### config.mk
export PLATFORM = sky130hd
export DESIGN_NAME = fdc_xfer_fifo
export DESIGN_NICKNAME = d
export VERILOG_FILES = /design/src/rtl/fdc_fifo_pkg.sv /design/src/rtl/fdc_byte_fifo.sv /design/src/rtl/fdc_byte_timer.sv /design/src/rtl/fdc_crc16_gen.sv /design/src/rtl/fdc_xfer_fifo.sv
export SDC_FILE = /design/constraint.sdc
export NUM_CORES = 1
export LEC_CHECK = 0
export BUFFER_PORTS_ARGS = -buffer_cell sky130_fd_sc_hd__buf_4
export CORE_UTILIZATION = 50
export CTS_CLUSTER_DIAMETER = 80
export DETAILED_ROUTE_END_ITERATION = 16
export PLACE_DENSITY = 0.74
export SYNTH_ARGS = -nofsm -noshare
export SYNTH_HDL_FRONTEND = slang
export SYNTH_SLANG_ARGS = --single-unit
### constraint.sdc
create_clock -name clk_i -period 3.8 [get_ports clk_i]
set_input_delay 0.57 -clock clk_i [delete_from_list [all_inputs] [get_ports clk_i]]
set_output_delay 0.57 -clock clk_i [all_outputs]
set_load 0.05 [all_outputs]
### src/rtl/fdc_fifo_pkg.sv
package fdc_fifo_pkg;

  typedef enum logic [1:0] {
    PH_CMD    = 2'd0,
    PH_EXEC   = 2'd1,
    PH_RESULT = 2'd2
  } phase_e;

  typedef enum logic [2:0] {
    S_CMD, S_XFER, S_CRC_HI, S_CRC_LO, S_DRAIN, S_RES
  } state_e;

  localparam logic [15:0] CRC_POLY = 16'h1021;
  localparam logic [15:0] CRC_SEED = 16'hFFFF;

  function automatic logic [15:0] crc16_step(logic [15:0] c, logic [7:0] d);
    logic [15:0] r;
    r = c;
    for (int i = 7; i >= 0; i--) begin
      logic fb;
      fb = r[15] ^ d[i];
      r  = {r[14:0], 1'b0};
      if (fb) r = r ^ CRC_POLY;
    end
    return r;
  endfunction

  // slot length = base << shift
  function automatic logic [1:0] rate_shift(logic [1:0] sel);
    case (sel)
      2'd1:    return 2'd1;
      2'd2:    return 2'd0;
      default: return 2'd2;
    endcase
  endfunction

endpackage

### src/rtl/fdc_byte_fifo.sv
module fdc_byte_fifo #(
  parameter int DEPTH = 16,
  parameter int DW    = 8,
  localparam int AW   = $clog2(DEPTH),
  localparam int CW   = $clog2(DEPTH + 1)
) (
  input  logic          clk_i,
  input  logic          rst_ni,
  input  logic          flush_i,
  input  logic          push_i,
  input  logic [DW-1:0] wdata_i,
  input  logic          pop_i,
  output logic [DW-1:0] rdata_o,
  output logic [CW-1:0] count_o,
  output logic          full_o,
  output logic          empty_o
);

  logic [DW-1:0] mem_q [DEPTH];
  logic [AW-1:0] wp_q, rp_q;
  logic [CW-1:0] cnt_q;
  logic do_push, do_pop;

  function automatic logic [AW-1:0] nxt(logic [AW-1:0] p);
    return (p == AW'(DEPTH - 1)) ? '0 : p + AW'(1);
  endfunction

  assign full_o  = (cnt_q == CW'(DEPTH));
  assign empty_o = (cnt_q == '0);
  assign do_push = push_i && !full_o && !flush_i;
  assign do_pop  = pop_i && !empty_o && !flush_i;
  assign rdata_o = mem_q[rp_q];
  assign count_o = cnt_q;

  always_ff @(posedge clk_i) begin
    if (do_push) mem_q[wp_q] <= wdata_i;
  end

  always_ff @(posedge clk_i or negedge rst_ni) begin
    if (!rst_ni) begin
      wp_q  <= '0;
      rp_q  <= '0;
      cnt_q <= '0;
    end else if (flush_i) begin
      wp_q  <= '0;
      rp_q  <= '0;
      cnt_q <= '0;
    end else begin
      if (do_push) wp_q <= nxt(wp_q);
      if (do_pop)  rp_q <= nxt(rp_q);
      cnt_q <= cnt_q + CW'(do_push) - CW'(do_pop);
    end
  end

endmodule

### src/rtl/fdc_byte_timer.sv
module fdc_byte_timer
  import fdc_fifo_pkg::*;
#(
  parameter int BASE_TICKS = 4,
  localparam int CW = $clog2(4 * BASE_TICKS + 1)
) (
  input  logic       clk_i,
  input  logic       rst_ni,
  input  logic       restart_i,
  input  logic       run_i,
  input  logic [1:0] rate_sel_i,
  output logic       tick_o
);

  logic [CW-1:0] cnt_q, limit;

  assign limit  = CW'(BASE_TICKS) << rate_shift(rate_sel_i);
  // >= guards against a rate change in mid-slot
  assign tick_o = run_i && (cnt_q >= limit - CW'(1));

  always_ff @(posedge clk_i or negedge rst_ni) begin
    if (!rst_ni)        cnt_q <= '0;
    else if (restart_i) cnt_q <= '0;
    else if (run_i)     cnt_q <= tick_o ? '0 : cnt_q + CW'(1);
  end

endmodule

### src/rtl/fdc_crc16_gen.sv
module fdc_crc16_gen
  import fdc_fifo_pkg::*;
(
  input  logic        clk_i,
  input  logic        rst_ni,
  input  logic        preset_i,
  input  logic        en_i,
  input  logic [7:0]  data_i,
  output logic [15:0] crc_o
);

  logic [15:0] crc_q;

  always_ff @(posedge clk_i or negedge rst_ni) begin
    if (!rst_ni)       crc_q <= CRC_SEED;
    else if (preset_i) crc_q <= CRC_SEED;
    else if (en_i)     crc_q <= crc16_step(crc_q, data_i);
  end

  assign crc_o = crc_q;

endmodule

### src/rtl/fdc_xfer_fifo.sv
module fdc_xfer_fifo
  import fdc_fifo_pkg::*;
#(
  parameter int DEPTH      = 16,
  parameter int SECT_W     = 10,
  parameter int BASE_TICKS = 4,
  localparam int CW = $clog2(DEPTH + 1),
  localparam int TW = $clog2(DEPTH)
) (
  input  logic              clk_i,
  input  logic              rst_ni,
  input  logic              cmd_start_i,
  input  logic              exec_start_i,
  input  logic              dir_write_i,
  input  logic [TW-1:0]     thresh_i,
  input  logic [1:0]        rate_sel_i,
  input  logic [SECT_W-1:0] sector_len_i,
  input  logic              host_wr_i,
  input  logic [7:0]        host_wdata_i,
  input  logic              host_rd_i,
  output logic [7:0]        host_rdata_o,
  input  logic [7:0]        disk_byte_i,
  output logic              disk_slot_o,
  output logic [7:0]        disk_byte_o,
  output logic              disk_valid_o,
  output logic              dma_req_o,
  output logic [1:0]        phase_o,
  output logic [1:0]        err_o,
  output logic [CW-1:0]     fifo_count_o
);

  state_e            state_q;
  logic              dir_q;
  logic [SECT_W-1:0] len_q, done_q;
  logic [1:0]        err_q;
  logic [7:0]        dbyte_q;
  logic              dvalid_q;

  logic tick, active, xfer, drain, exec_go, flush;
  logic wr_slot, rd_slot, host_push, disk_push, host_pop, disk_pop;
  logic full, empty, last;
  logic [7:0]    fifo_rdata, tx_byte;
  logic [CW-1:0] count, thr_eff, free;
  logic [15:0]   crc;

  assign xfer    = (state_q == S_XFER);
  assign drain   = (state_q == S_DRAIN);
  assign active  = xfer || (state_q == S_CRC_HI) || (state_q == S_CRC_LO);
  assign exec_go = exec_start_i && !cmd_start_i && (state_q == S_CMD);
  assign flush   = cmd_start_i || exec_go;

  assign wr_slot   = tick && xfer && dir_q;
  assign rd_slot   = tick && xfer && !dir_q;
  assign host_push = xfer && dir_q && (err_q == '0) && host_wr_i;
  assign disk_push = rd_slot && !full;
  assign host_pop  = (xfer || drain) && !dir_q && host_rd_i;
  assign disk_pop  = wr_slot && !err_q[0] && !empty;
  assign tx_byte   = disk_pop ? fifo_rdata : 8'h00;
  assign last      = (done_q == len_q - SECT_W'(1));

  fdc_byte_fifo #(.DEPTH(DEPTH), .DW(8)) u_fifo (
    .clk_i   (clk_i),
    .rst_ni  (rst_ni),
    .flush_i (flush),
    .push_i  (host_push || disk_push),
    .wdata_i (dir_q ? host_wdata_i : disk_byte_i),
    .pop_i   (host_pop || disk_pop),
    .rdata_o (fifo_rdata),
    .count_o (count),
    .full_o  (full),
    .empty_o (empty)
  );

  fdc_byte_timer #(.BASE_TICKS(BASE_TICKS)) u_timer (
    .clk_i      (clk_i),
    .rst_ni     (rst_ni),
    .restart_i  (exec_go),
    .run_i      (active),
    .rate_sel_i (rate_sel_i),
    .tick_o     (tick)
  );

  fdc_crc16_gen u_crc (
    .clk_i    (clk_i),
    .rst_ni   (rst_ni),
    .preset_i (exec_go),
    .en_i     (wr_slot),
    .data_i   (tx_byte),
    .crc_o    (crc)
  );

  assign thr_eff = (thresh_i == '0) ? CW'(1) : CW'(thresh_i);
  assign free    = CW'(DEPTH) - count;

  always_comb begin
    if (dir_q) dma_req_o = xfer && (err_q == '0) && (free >= thr_eff);
    else       dma_req_o = (xfer && (count >= thr_eff)) || (drain && !empty);
  end

  always_ff @(posedge clk_i or negedge rst_ni) begin
    if (!rst_ni) begin
      state_q <= S_CMD;
      dir_q   <= 1'b0;
      len_q   <= '0;
      done_q  <= '0;
      err_q   <= '0;
    end else if (cmd_start_i) begin
      state_q <= S_CMD;
      err_q   <= '0;
    end else begin
      case (state_q)
        S_CMD: if (exec_start_i) begin
          state_q <= S_XFER;
          dir_q   <= dir_write_i;
          len_q   <= sector_len_i;
          done_q  <= '0;
        end
        S_XFER: begin
          if (wr_slot) begin
            done_q <= done_q + SECT_W'(1);
            if (!disk_pop) err_q[0] <= 1'b1;
            if (last) state_q <= S_CRC_HI;
          end
          if (rd_slot) begin
            if (full) begin
              err_q[1] <= 1'b1;
              state_q  <= S_DRAIN;
            end else begin
              done_q <= done_q + SECT_W'(1);
              if (last) state_q <= S_DRAIN;
            end
          end
        end
        S_CRC_HI: if (tick) state_q <= S_CRC_LO;
        S_CRC_LO: if (tick) state_q <= S_RES;
        S_DRAIN:  if (empty) state_q <= S_RES;
        default:  state_q <= state_q;
      endcase
    end
  end

  always_ff @(posedge clk_i or negedge rst_ni) begin
    if (!rst_ni) begin
      dvalid_q <= 1'b0;
      dbyte_q  <= '0;
    end else begin
      dvalid_q <= !cmd_start_i && tick && active && dir_q;
      if (tick && active && dir_q) begin
        case (state_q)
          S_CRC_HI: dbyte_q <= crc[15:8];
          S_CRC_LO: dbyte_q <= crc[7:0];
          default:  dbyte_q <= tx_byte;
        endcase
      end
    end
  end

  always_comb begin
    case (state_q)
      S_CMD:   phase_o = PH_CMD;
      S_RES:   phase_o = PH_RESULT;
      default: phase_o = PH_EXEC;
    endcase
  end

  assign host_rdata_o = fifo_rdata;
  assign disk_slot_o  = tick;
  assign disk_byte_o  = dbyte_q;
  assign disk_valid_o = dvalid_q;
  assign err_o        = err_q;
  assign fifo_count_o = count;

endmodule

==> impl_metrics.py <==
metrics = {
    "placed_design": {
        "io_buffers": 66,
        "dp_hpwl_um": 14400,
        "dpl_cell_area_mm2": 0.0105,
        "gp_congestion": 0.839,
    },
    "synth": {
        "seq_area_frac_synth_pct": 57.2,
        "synth_cell_types": 61,
        "syn-num-nets": 832,
        "synth_compound_area_share_pct": 8.04,
        "synthXorXnorAreaFrac_pct": 5.10,
        "synth_area_mm2": 0.00977,
        "synth_top_family_by_area": "simple AND/OR/NAND/NOR gates",
        "synth_adder_area_share_pct": 4.05,
        "synthFlopType": "edfxtp_1",
        "synth-simple-area-share_pct": 11.6,
        "synth_edf_count": 128,
        "syn_inst": 762,
        "async_flop_share_pct": 35.0,
        "synth_mux_area_share_pct": 10.6,
        "ys_seq_elements": 197,
        "ys_warn_count": 0,
        "synth_area_per_cell_um2": 12.8,
    },
    "setup_path": {
        "cp.depth": 6,
        "r2r_setup_slack_ns": 0.29,
        "cp_cell_sequence": "buf_4 -> mux2i_1 -> a221oi_1 -> o21ai_0 -> a21oi_1 -> buf_4",
        "critPathMaxStageDelay_ns": 0.66,
        "startpoint": "u_fifo.rp_q[0]",
        "crit_end": "host_rdata_o[0]",
        "r2r_cells": 17,
        "crit_top_cell": "buf_4",
        "critical_path.slowest_cell": "dfrtp_2",
        "critPathArrivalTime_ns": 3.05,
        "path_buf_inv": 2,
        "cp.required_ns": 3.23,
        "rr_endpoint": "u_fifo.count_o[4]",
        "worstReg2RegStart": "u_fifo.count_o[1]",
        "end_kind": "output port",
        "crit_path_max_fanout": 15,
        "worst_setup_path_start_kind": "flop",
        "path_delay_family": "compound AO/OA/AOI/OAI gates",
        "path_class": "reg -> out",
    },
    "global_route": {
        "grt_pass1_wl_um": 33400,
        "grt_max_degree": 70,
        "gr-total-overflow": 0,
        "grt_usage_pct": 22.1,
        "grt_antenna_before_repair": 0,
        "grt_pass1_vias": 6154,
    },
    "floorplan": {
        "num_rows": 50,
        "io_pins": 67,
        "die-height_um": 142,
        "die_w_um": 142,
        "start_util_pct": 51.5,
        "coreArea_mm2": 0.0190,
        "dieArea_mm2": 0.0201,
    },
    "power_and_ir_drop": {
        "cellPowerDensity_mw_per_mm2": 533,
        "ir_drop_uv": 344,
        "p_leak_uw": 0.00423,
        "p_total_uw": 5930,
    },
    "drt": {
        "top_layer": "met4",
        "wl_met2_um": 10400,
        "first_pass_iters": 5,
        "ant_nets": 0,
        "wl_met1_um": 8940,
        "drc_errors": 0,
        "drt_iter0_drc": 522,
        "wl_met3_um": 966,
        "via_count": 6308,
        "viasPerCell": 5.68,
        "avgRoutedWirePerCell_um": 18.7,
        "routed_wl_um": 20800,
    },
    "cts": {
        "cts_made_buffers": 17,
        "cts.root.buffer_cell": "clkbuf_16",
        "h-tree-depth": 4,
        "cts_setup_buffers": 0,
        "clk_latency_ns": 0.44,
        "cts_resized": 0,
        "cts_tree": "done",
        "cts.path.max_buffers": 2,
        "cts_hold_buffers": 0,
        "path_clk_slew_ns": 0.07,
        "clock_sinks": 197,
    },
    "min_path": {
        "hp-class": "in -> async",
    },
    "sta": {
        "timing_hold_violations_final": 0,
        "fmax_ghz": 0.276,
        "fin_crit_sh_pct": 95.3,
        "fin_skew_ns": 0.0117,
        "finalCriticalPeriod_ns": 3.62,
        "setup-tns-final_ns": 0,
        "tightest_slew_ns": 1.08,
        "finalMaxSlewViolations": 0,
        "rsz0062_at_grt": "no",
        "setup_viol": 0,
        "maxSlewHeadroom_pct": 28.1,
    },
    "final_layout": {
        "drive_gt1_share_pct": 19.2,
        "syn2layout_area_growth_pct": 13.7,
        "final_area_mm2": 0.0111,
        "nets": 907,
        "nFillCells": 1509,
        "antenna_cells": 0,
    },
    "status": {
        "outcome": "finished clean",
    },
    "run": {
        "cap_viol_max_count": 0,
    },
}
placed cells by master, fill, tap and decap left out, types with 4 or more instances in the layout:
cell type / instances
nor4b_1: 4
ha_1: 30
nand2b_1: 9
inv_1: 31
nor2_1: 49
and3_1: 12
a221oi_1: 5
clkbuf_16: 17
nand3_1: 20
nand4_1: 6
a31oi_1: 4
o21ai_1: 4
o211ai_1: 5
edfxtp_1: 128
mux4_2: 8
inv_8: 5
dfrtp_1: 52
buf_4: 87
a21oi_1: 41
o21ai_0: 48
nand2_1: 59
a22oi_1: 7
mux2_2: 14
o21a_1: 5
nor2b_1: 7
mux4_1: 18
xnor2_1: 30
nor4_1: 4
dfstp_2: 16
xor2_1: 14
xnor3_1: 5
or3_1: 11
mux2i_1: 21
and2_1: 13
nor3_1: 19
worst min path at each step:
stage               cells past startpoint  slack, ns      startpoint              to
floorplan                               0       0.27          rst_ni           dir_q
global route                            1       0.31          rst_ni  disk_byte_o[6]
global placement                        2       0.47  disk_byte_o[6]  disk_byte_o[6]
detailed placement                      2       0.48  disk_byte_o[5]  disk_byte_o[5]
finish                                  1       0.24          rst_ni  disk_byte_o[6]
CTS                                     1       0.28          rst_ni  disk_byte_o[6]
cell usage after synthesis, drive strengths merged, types with 6 or more instances:
cell    number  area, µm²
buf         14        146
mux2i       21        210
clkbuf      16       60.1
inv         31        116
o21ai       52        260
dfrtp       53       1330
xor2        14        123
xnor2       30        263
dfstp       16        420
and2        13       81.3
nand2b       9       56.3
or3         11       68.8
nand4        6       37.5
nor3        19       95.1
a22oi        8       65.1
and3        12       75.1
edfxtp     128       3840
nand3       21        110
mux4        26        653
mux2        15        173
ha          30        375
nor2b        8       50.1
nor2        49        184
nand2       59        221
a21oi       41        205
area by class of cell:
class                      instances  area (µm²)  share of cell area [%]
tap                              260         325                    2.93
clock inverter                    14         146                    1.32
timing repair buffer              87         653                    5.88
sequential                       197        5590                    50.3
multi-input combinational        503        3850                    34.7
inverter                          31         116                    1.05
clock buffer                      18         429                    3.86
kinds of logic (layout without fill, tap and decap cells):
kind of cell,count (synthesis),count (layout)
buffers and inverters,62,150
and+or+nand+nor,227,227
xor gates and xnor gates,49,49
adders and majority gates,31,31
AOI/OAI and AO/OA,134,134
DFF,197,197
muxes,62,62
power by group:
part,switching (µW),internal (µW)
Combinational,837,559
Clock,833,927
Sequential,193,2580
routing by layer:
| layer | GRT usage [%] | vias up |
|---|---|---|
| met3 | 4.15 | 34 |
| met1 | 29.5 | 3130 |
| met5 | 0 | - |
| met4 | 7.07 | 0 |
| li1 | - | 2986 |
| met2 | 36.7 | 158 |
flip-flops by register name (all words and copies together) (netlist names):
| name | cells |
|---|---|
| done_q | 10 |
| state_q | 3 |
| u_crc.crc_o | 16 |
| disk_byte_o | 8 |
| len_q | 10 |
| err_o | 2 |
| u_fifo.wp_q | 4 |
| u_fifo.mem_q | 128 |
| u_fifo.rp_q | 4 |
| disk_valid_o | 1 |
| u_timer.cnt_q | 5 |
| u_fifo.count_o | 5 |
| dir_q | 1 |
per-stage QoR:
step	setup WS (ns)	hold slack (ns)	instances	utilization, %
3_3_place_gp	0.134	0.469	1078	55.6
4_1_cts	0.191	0.282	1110	58.6
2_1_floorplan	0.0533	0.274	762	-
6_report	0.177	0.241	1110	58.6
5_1_grt	0.0179	0.311	1110	58.6
3_5_place_dp	0.0727	0.481	1078	55.6
(Power assumes the default switching activity.)
